$ cat src/rtl/dmc_pkg.sv
package dmc_pkg;
  typedef enum logic [1:0] {
    REG_CTRL  = 2'd0,
    REG_LEVEL = 2'd1,
    REG_START = 2'd2,
    REG_LEN   = 2'd3
  } dmc_reg_e;

  localparam logic [15:0] SAMPLE_BASE = 16'hC000;
  localparam logic [15:0] WRAP_TO     = 16'h8000;
  localparam int          PERIOD_W    = 9;

  // Bit period in cycles for each rate index.
  function automatic logic [PERIOD_W-1:0] rate_period(input logic [3:0] idx);
    case (idx)
      4'd0:  return 9'd428;
      4'd1:  return 9'd380;
      4'd2:  return 9'd340;
      4'd3:  return 9'd320;
      4'd4:  return 9'd286;
      4'd5:  return 9'd254;
      4'd6:  return 9'd226;
      4'd7:  return 9'd214;
      4'd8:  return 9'd190;
      4'd9:  return 9'd160;
      4'd10: return 9'd142;
      4'd11: return 9'd128;
      4'd12: return 9'd106;
      4'd13: return 9'd84;
      4'd14: return 9'd72;
      default: return 9'd54;
    endcase
  endfunction
endpackage

$ cat src/rtl/dmc_rate_timer.sv
module dmc_rate_timer
  import dmc_pkg::*;
(
  input  logic       clk,
  input  logic       rst_n,
  input  logic [3:0] rate,
  output logic       tick
);
  logic [PERIOD_W-1:0] cnt_q;

  assign tick = (cnt_q == '0);

  always_ff @(posedge clk) begin
    if (!rst_n)       cnt_q <= '0;
    else if (tick)    cnt_q <= rate_period(rate) - 1'b1;
    else              cnt_q <= cnt_q - 1'b1;
  end

  // Shortest period is far above one cycle: ticks never come back to back.
  assert_tick_spacing_R11: assert property (@(posedge clk) disable iff (!rst_n)
    tick |=> !tick);
endmodule

$ cat src/rtl/dmc_fetch.sv
module dmc_fetch
  import dmc_pkg::*;
#(
  parameter int STALL_CYCLES = 4,
  parameter int CODE_W       = 8
) (
  input  logic              clk,
  input  logic              rst_n,
  input  logic              en_wr,
  input  logic              en_bit,
  input  logic              irq_en,
  input  logic              loop_en,
  input  logic [CODE_W-1:0] start_code,
  input  logic [CODE_W-1:0] len_code,
  input  logic              buf_take,
  output logic              buf_valid,
  output logic [7:0]        buf_data,
  output logic              dma_valid,
  input  logic              dma_ready,
  output logic [15:0]       dma_addr,
  input  logic [7:0]        dma_rdata,
  output logic              active,
  output logic              irq,
  output logic              cpu_stall
);
  localparam int REM_W   = CODE_W + 5;
  localparam int STALL_W = $clog2(STALL_CYCLES + 1);

  logic [15:0]        addr_q;
  logic [REM_W-1:0]   rem_q;
  logic [STALL_W-1:0] stall_q;
  logic               hs;
  logic [15:0]        addr_next, start_addr;
  logic [REM_W-1:0]   start_len;

  assign start_addr = SAMPLE_BASE + {2'b00, start_code, 6'b0};
  assign start_len  = {1'b0, len_code, 4'b0} + 1'b1;
  assign addr_next  = (addr_q == 16'hFFFF) ? WRAP_TO : addr_q + 1'b1;
  assign dma_valid  = !buf_valid && (rem_q != '0);
  assign dma_addr   = addr_q;
  assign hs         = dma_valid && dma_ready;
  assign active     = (rem_q != '0);
  assign cpu_stall  = (stall_q != '0);

  always_ff @(posedge clk) begin
    if (!rst_n) begin
      buf_valid <= 1'b0;
      buf_data  <= '0;
      stall_q   <= '0;
    end else begin
      if (hs) begin
        buf_valid <= 1'b1;
        buf_data  <= dma_rdata;
      end else if (buf_take) begin
        buf_valid <= 1'b0;
      end
      if (hs)                stall_q <= STALL_W'(STALL_CYCLES);
      else if (stall_q != 0) stall_q <= stall_q - 1'b1;
    end
  end

  always_ff @(posedge clk) begin
    if (!rst_n) begin
      addr_q <= SAMPLE_BASE;
      rem_q  <= '0;
      irq    <= 1'b0;
    end else if (en_wr) begin
      irq <= 1'b0;
      if (!en_bit) begin
        rem_q <= '0;
      end else if (rem_q == '0) begin
        addr_q <= start_addr;
        rem_q  <= start_len;
      end
    end else if (hs) begin
      if (rem_q == REM_W'(1)) begin
        if (loop_en) begin
          addr_q <= start_addr;
          rem_q  <= start_len;
        end else begin
          addr_q <= addr_next;
          rem_q  <= '0;
          if (irq_en) irq <= 1'b1;
        end
      end else begin
        addr_q <= addr_next;
        rem_q  <= rem_q - 1'b1;
      end
    end
  end

  assert_stall_follows_fetch_R4: assert property (@(posedge clk) disable iff (!rst_n)
    hs |=> cpu_stall);
  assert_request_held_R3: assert property (@(posedge clk) disable iff (!rst_n)
    (dma_valid && !dma_ready && !en_wr) |=> (dma_valid && $stable(dma_addr)));
  assert_irq_needs_fetch_R5: assert property (@(posedge clk) disable iff (!rst_n)
    (!irq && !hs) |=> !irq);
  assert_irq_cleared_R7: assert property (@(posedge clk) disable iff (!rst_n)
    en_wr |=> !irq);
endmodule

$ cat src/rtl/dmc_output.sv
module dmc_output #(
  parameter int LEVEL_W = 7,
  parameter int STEP    = 2
) (
  input  logic               clk,
  input  logic               rst_n,
  input  logic               tick,
  input  logic               lvl_wr,
  input  logic [LEVEL_W-1:0] lvl_data,
  input  logic               buf_valid,
  input  logic [7:0]         buf_data,
  output logic               buf_take,
  output logic [LEVEL_W-1:0] level
);
  localparam int LVL_MAX = (1 << LEVEL_W) - 1;

  logic [7:0] shift_q;
  logic [3:0] bits_q;
  logic       silent_q;
  logic       last_bit;

  assign last_bit = (bits_q == 4'd1);
  assign buf_take = tick && last_bit && buf_valid;

  always_ff @(posedge clk) begin
    if (!rst_n) begin
      shift_q  <= '0;
      bits_q   <= 4'd8;
      silent_q <= 1'b1;
      level    <= '0;
    end else begin
      if (tick) begin
        shift_q <= shift_q >> 1;
        if (last_bit) begin
          bits_q <= 4'd8;
          if (buf_valid) begin
            shift_q  <= buf_data;
            silent_q <= 1'b0;
          end else begin
            silent_q <= 1'b1;
          end
        end else begin
          bits_q <= bits_q - 1'b1;
        end
      end
      if (lvl_wr) begin
        level <= lvl_data;
      end else if (tick && !silent_q) begin
        if (shift_q[0]) begin
          if (int'(level) <= LVL_MAX - STEP) level <= level + LEVEL_W'(STEP);
        end else begin
          if (int'(level) >= STEP) level <= level - LEVEL_W'(STEP);
        end
      end
    end
  end

  assert_level_step_R9: assert property (@(posedge clk) disable iff (!rst_n)
    !lvl_wr |=> (level == $past(level) || level == $past(level) + LEVEL_W'(STEP)
                 || level + LEVEL_W'(STEP) == $past(level)));
endmodule

$ cat src/rtl/dmc_sample_channel.sv
module dmc_sample_channel
  import dmc_pkg::*;
#(
  parameter int LEVEL_W      = 7,
  parameter int STALL_CYCLES = 4
) (
  input  logic               clk,
  input  logic               rst_n,
  input  logic               reg_wr_en,
  input  logic [1:0]         reg_wr_sel,
  input  logic [7:0]         reg_wr_data,
  input  logic               en_wr,
  input  logic               en_bit,
  output logic               dma_valid,
  input  logic               dma_ready,
  output logic [15:0]        dma_addr,
  input  logic [7:0]         dma_rdata,
  output logic [LEVEL_W-1:0] level,
  output logic               active,
  output logic               irq,
  output logic               cpu_stall
);
  logic       irq_en_q, loop_q;
  logic [3:0] rate_q;
  logic [7:0] start_q, len_q;
  logic       tick, buf_take, buf_valid, lvl_wr;
  logic [7:0] buf_data;
  dmc_reg_e   sel;

  assign sel    = dmc_reg_e'(reg_wr_sel);
  assign lvl_wr = reg_wr_en && (sel == REG_LEVEL);

  always_ff @(posedge clk) begin
    if (!rst_n) begin
      irq_en_q <= 1'b0;
      loop_q   <= 1'b0;
      rate_q   <= '0;
      start_q  <= '0;
      len_q    <= '0;
    end else if (reg_wr_en) begin
      case (sel)
        REG_CTRL: begin
          irq_en_q <= reg_wr_data[7];
          loop_q   <= reg_wr_data[6];
          rate_q   <= reg_wr_data[3:0];
        end
        REG_START: start_q <= reg_wr_data;
        REG_LEN:   len_q   <= reg_wr_data;
        default: ;
      endcase
    end
  end

  dmc_rate_timer u_timer (
    .clk  (clk),
    .rst_n(rst_n),
    .rate (rate_q),
    .tick (tick)
  );

  dmc_fetch #(.STALL_CYCLES(STALL_CYCLES), .CODE_W(8)) u_fetch (
    .clk       (clk),
    .rst_n     (rst_n),
    .en_wr     (en_wr),
    .en_bit    (en_bit),
    .irq_en    (irq_en_q),
    .loop_en   (loop_q),
    .start_code(start_q),
    .len_code  (len_q),
    .buf_take  (buf_take),
    .buf_valid (buf_valid),
    .buf_data  (buf_data),
    .dma_valid (dma_valid),
    .dma_ready (dma_ready),
    .dma_addr  (dma_addr),
    .dma_rdata (dma_rdata),
    .active    (active),
    .irq       (irq),
    .cpu_stall (cpu_stall)
  );

  dmc_output #(.LEVEL_W(LEVEL_W), .STEP(2)) u_out (
    .clk      (clk),
    .rst_n    (rst_n),
    .tick     (tick),
    .lvl_wr   (lvl_wr),
    .lvl_data (reg_wr_data[LEVEL_W-1:0]),
    .buf_valid(buf_valid),
    .buf_data (buf_data),
    .buf_take (buf_take),
    .level    (level)
  );
endmodule

$ cat config.mk
export PLATFORM = sky130hd
export DESIGN_NAME = dmc_sample_channel
export DESIGN_NICKNAME = d
export VERILOG_FILES = /design/src/rtl/dmc_pkg.sv /design/src/rtl/dmc_rate_timer.sv /design/src/rtl/dmc_fetch.sv /design/src/rtl/dmc_output.sv /design/src/rtl/dmc_sample_channel.sv
export SDC_FILE = /design/constraint.sdc
export NUM_CORES = 1
export LEC_CHECK = 0
export BUFFER_PORTS_ARGS = -buffer_cell sky130_fd_sc_hd__clkbuf_2
export CELL_PAD_IN_SITES_DETAIL_PLACEMENT = 1
export CELL_PAD_IN_SITES_GLOBAL_PLACEMENT = 1
export CORE_AREA = 3 3 110 112
export DETAILED_ROUTE_END_ITERATION = 10
export DIE_AREA = 0 0 113 115
export GPL_TIMING_DRIVEN = 0
export PLACE_DENSITY_LB_ADDON = 0.12
export SKIP_LAST_GASP = 1
export SYNTH_ARGS = -nofsm -noshare
export SYNTH_HDL_FRONTEND = slang
export SYNTH_HIERARCHICAL = 1
export SYNTH_SLANG_ARGS = --single-unit
$ cat constraint.sdc
create_clock -name clk -period 7.3 [get_ports clk]
set_input_delay 1.46 -clock clk [delete_from_list [all_inputs] [get_ports clk]]
set_output_delay 1.46 -clock clk [all_outputs]
set_load 0.02 [all_outputs]
==> results.sh <==
export IMPL_status="complete, no violations"
export IMPL_power_switching_w=0.000931
export IMPL_die_area_um2=13000
export IMPL_syn_area_per_cell_um2=8.44
export IMPL_hold_path_depth=2
export IMPL_p_seq_share_pct=33.0
export IMPL_ctsHoldBuffers=0
export IMPL_synth_edff_count=0
export IMPL_cts_resized=0
export IMPL_layout_drive_gt1_share_pct=14.7
export IMPL_combPwrFrac_pct=45.8
export IMPL_crit_required_ns=5.84
export IMPL_place_hpwl_mm=11.4
export IMPL_core_area_um2=11300
export IMPL_yosysWarnings=6
export IMPL_drtIter0Drc=322
export IMPL_drtAntennaViolNets=0
export IMPL_fin_crit_ns=3.49
export IMPL_track_usage_pct=23.9
export IMPL_hold_path_class="register to register"
export IMPL_crit_path_end_kind="output port"
export IMPL_ys_types=79
export IMPL_hold_slack_ns=0.468
export IMPL_worstSkewPairLatency_ns=0.34
export IMPL_period_share_pct=47.8
export IMPL_worstReg2RegEnd="u_out/level[3]"
export IMPL_fin_tns_setup_ns=0
export IMPL_gp_congestion=0.856
export IMPL_rsz0062_at_grt="no"
export IMPL_root_buffer="clkbuf_16"
export IMPL_switching_share_pct=42.0
export IMPL_row_count=39
export IMPL_synth_top_area_share_pct=35.1
export IMPL_routedWlPerCell_um=18.1
export IMPL_num_vias=4957
export IMPL_hp_start="u_fetch/buf_data[2]"
export IMPL_register_area_um2=1860
export IMPL_grt_pass1_wl_mm=25.4
export IMPL_io_pins=51
export IMPL_cp_arrival_ns=2.03
export IMPL_antenna_found_initial=0
export IMPL_yosysSeqAreaShare_pct=35.1
export IMPL_r2r_slack_ns=4.00
export IMPL_intPower_w=0.00129
export IMPL_instances_no_fill=835
export IMPL_ys_ff_latch=93
export IMPL_cts_buffers=9
export IMPL_htreeDepth=3
export IMPL_dp_cells=821
export IMPL_drtPass1Iterations=4
export IMPL_slew_headroom_pct=50.4
export IMPL_fin_skew_ns=0.00636
export IMPL_via_per_inst=5.94
export IMPL_path_max_fanout=9
export IMPL_ys_top_cells_by_count="nand2_1, dfxtp_1, a21oi_1, mux2i_1, nor2_1"
export IMPL_p_per_area_nw_per_um2=369
export IMPL_cts_max_path_buffers=2
export IMPL_hold_path_end="u_fetch/buf_data[2]"
export IMPL_worstSetupStartpointType="register"
export IMPL_syn2layout_area_growth_pct=13.4
export IMPL_chipHeight_um=115
export IMPL_multi_input_area_um2=3200
export IMPL_synthesis_nets=674
export IMPL_maxCapViolations=0
export IMPL_fmax_ghz=0.286
export IMPL_synth_top_area_cell="dfxtp_1"
export IMPL_worstSetupPathType="register to output port"
export IMPL_post_cts_buffers=0
export IMPL_ys_async_sr_fraction_pct=0
export IMPL_grt_pass1_vias=5016
export IMPL_p_clk_share_pct=21.2
export IMPL_n_antenna_cell=0
export IMPL_fin_nets=734
export IMPL_fill_cells=1373
export IMPL_cts_sinks=93
export IMPL_drc_errors=0
export IMPL_leakage_nw=2.44
export IMPL_worst_r2r_path_depth=9
export IMPL_r2r_start="u_timer/cnt_q[0]"
export IMPL_syn_area_um2=5310
export IMPL_hold_viol=0
export IMPL_synth_most_common_cell="nand2_1"
export IMPL_cts_tree="done"
export IMPL_grt_max_degree=19
export IMPL_vdd_drop_max_mv=0.282
export IMPL_tightest_slew_ns=0.738
export IMPL_finalSetupViolCount=0
export IMPL_grt_ovfl_total=0
export IMPL_initial_utilization_pct=46.9
export IMPL_wl_mm=15.1
export IMPL_clk_pin_slew_ns=0.06
export IMPL_die_w_um=113
export IMPL_port_buffers=49
export IMPL_synth_flop_cell="dfxtp_1"
export IMPL_synth_area_leaders="dfxtp_1, nand2_1, mux2i_1, ha_1, a21oi_1"
export IMPL_syn_inst=629
export IMPL_maxSlewViolCount=0
## final cells by class
| class | instances | area share, % |
|---|---|---|
| Tap cell | 143 | 2.97 |
| Multi-Input combinational cell | 482 | 53.2 |
| Sequential cell | 93 | 30.9 |
| Clock buffer | 11 | 4.03 |
| Timing Repair Buffer | 49 | 4.07 |
| Clock inverter | 3 | 0.769 |
| Buffer | 32 | 2.68 |
| Inverter | 22 | 1.37 |
## worst max-delay path by stage
| stage | startpoint | end | slack, ns | depth (start not counted) |
|---|---|---|---|---|
| floorplan | en_wr | u_fetch/dma_addr[4] | 4.40 | 5 |
| global placement | en_wr | u_fetch/dma_addr[4] | 4.07 | 5 |
| detailed placement | en_wr | u_fetch/dma_addr[4] | 4.01 | 5 |
| CTS | u_fetch/rem_q[4] | dma_valid | 3.79 | 4 |
| global route | u_fetch/rem_q[4] | dma_valid | 3.67 | 4 |
| finish | u_fetch/rem_q[4] | dma_valid | 3.81 | 4 |
## per-stage QoR
stage                     total power, W  worst slack (ns)  util (%)  instance area (um2)
after CTS                        0.00223              3.79      53.2                 6020
final                            0.00222              3.81      53.2                 6020
after floorplan                  0.00148              4.40         -                 5310
after global routing             0.00238              3.67      53.2                 6020
after detailed placement         0.00175              4.01      50.6                 5730
after global placement           0.00169              4.07      50.6                 5730
## cells by family (layout without fill, tap and decap cells)
family                     Yosys count  after routing  synth area share, %
and+or+nand+nor                    251            251                 25.0
AOI/OAI and AO/OA                  156            156                 20.3
DFF                                 93             93                 35.1
buffers and inverters               54            117                 4.60
muxes                               38             38                 7.43
adders and majority gates           21             21                 4.95
xor gates and xnor gates            16             16                 2.64
## per-layer routing
| metal | part of all wire (%) | track usage, % | wire length (um) | vias up |
|---|---|---|---|---|
| li1 | - | - | - | 2434 |
| met1 | 45 | 30.3 | 6780 | 2408 |
| met2 | 50 | 42.4 | 7610 | 98 |
| met3 | 3.4 | 3.58 | 512 | 17 |
| met4 | 1.4 | 6.73 | 212 | 0 |
| met5 | 0 | 0 | 0 | - |
## cell usage in the layout (no fill, tap or decap), drive strengths merged, types with 4 or more instances in the layout
cell | synthesis | final
o211a | 8 | 8
xor2 | 9 | 9
ha | 21 | 21
inv | 21 | 22
nor3b | 5 | 5
mux2i | 36 | 36
xnor2 | 7 | 7
and2 | 5 | 5
nor2b | 7 | 7
and3 | 6 | 6
nand3 | 25 | 25
nor2 | 30 | 30
o211ai | 4 | 4
clkbuf | 16 | 76
nor4 | 10 | 10
nand4 | 10 | 10
or4 | 6 | 6
o31ai | 4 | 4
a31oi | 9 | 9
a22oi | 4 | 4
dfxtp | 93 | 93
nand2b | 7 | 7
nor3 | 13 | 13
nand2 | 102 | 102
o32ai | 7 | 7
a21oi | 40 | 40
o221ai | 4 | 4
a211oi | 8 | 8
buf | 16 | 16
o21ai | 32 | 32
o22ai | 6 | 6
or3 | 10 | 10
## power groups by stage
stage	Clock [W]	Sequential, W	Combinational (W)
after floorplan	0	0.000717	0.000766
after detailed placement	0	0.000741	0.00101
after CTS	0.000483	0.000732	0.00102
final	0.000470	0.000733	0.00102
after global placement	0	0.000733	0.000962
after global routing	0.000503	0.000749	0.00113
## flip-flops by register name, indices dropped and copies added (netlist names)
name,count
irq_en_q,1
len_q,8
loop_q,1
rate_q,4
start_q,8
u_fetch/buf_data,8
u_fetch/buf_valid,1
u_fetch/dma_addr,16
u_fetch/irq,1
u_fetch/rem_q,13
u_fetch/stall_q,3
u_out/bits_q,4
u_out/level,7
u_out/shift_q,8
u_out/silent_q,1
u_timer/cnt_q,9
## worst max-delay path: stages (launching register included)
cell      delay (ns)
dfxtp_1         0.38
nor4_4          0.63
nand4_4         0.30
nor2b_1         0.21
clkbuf_2        0.16
(Power assumes the default switching activity.)
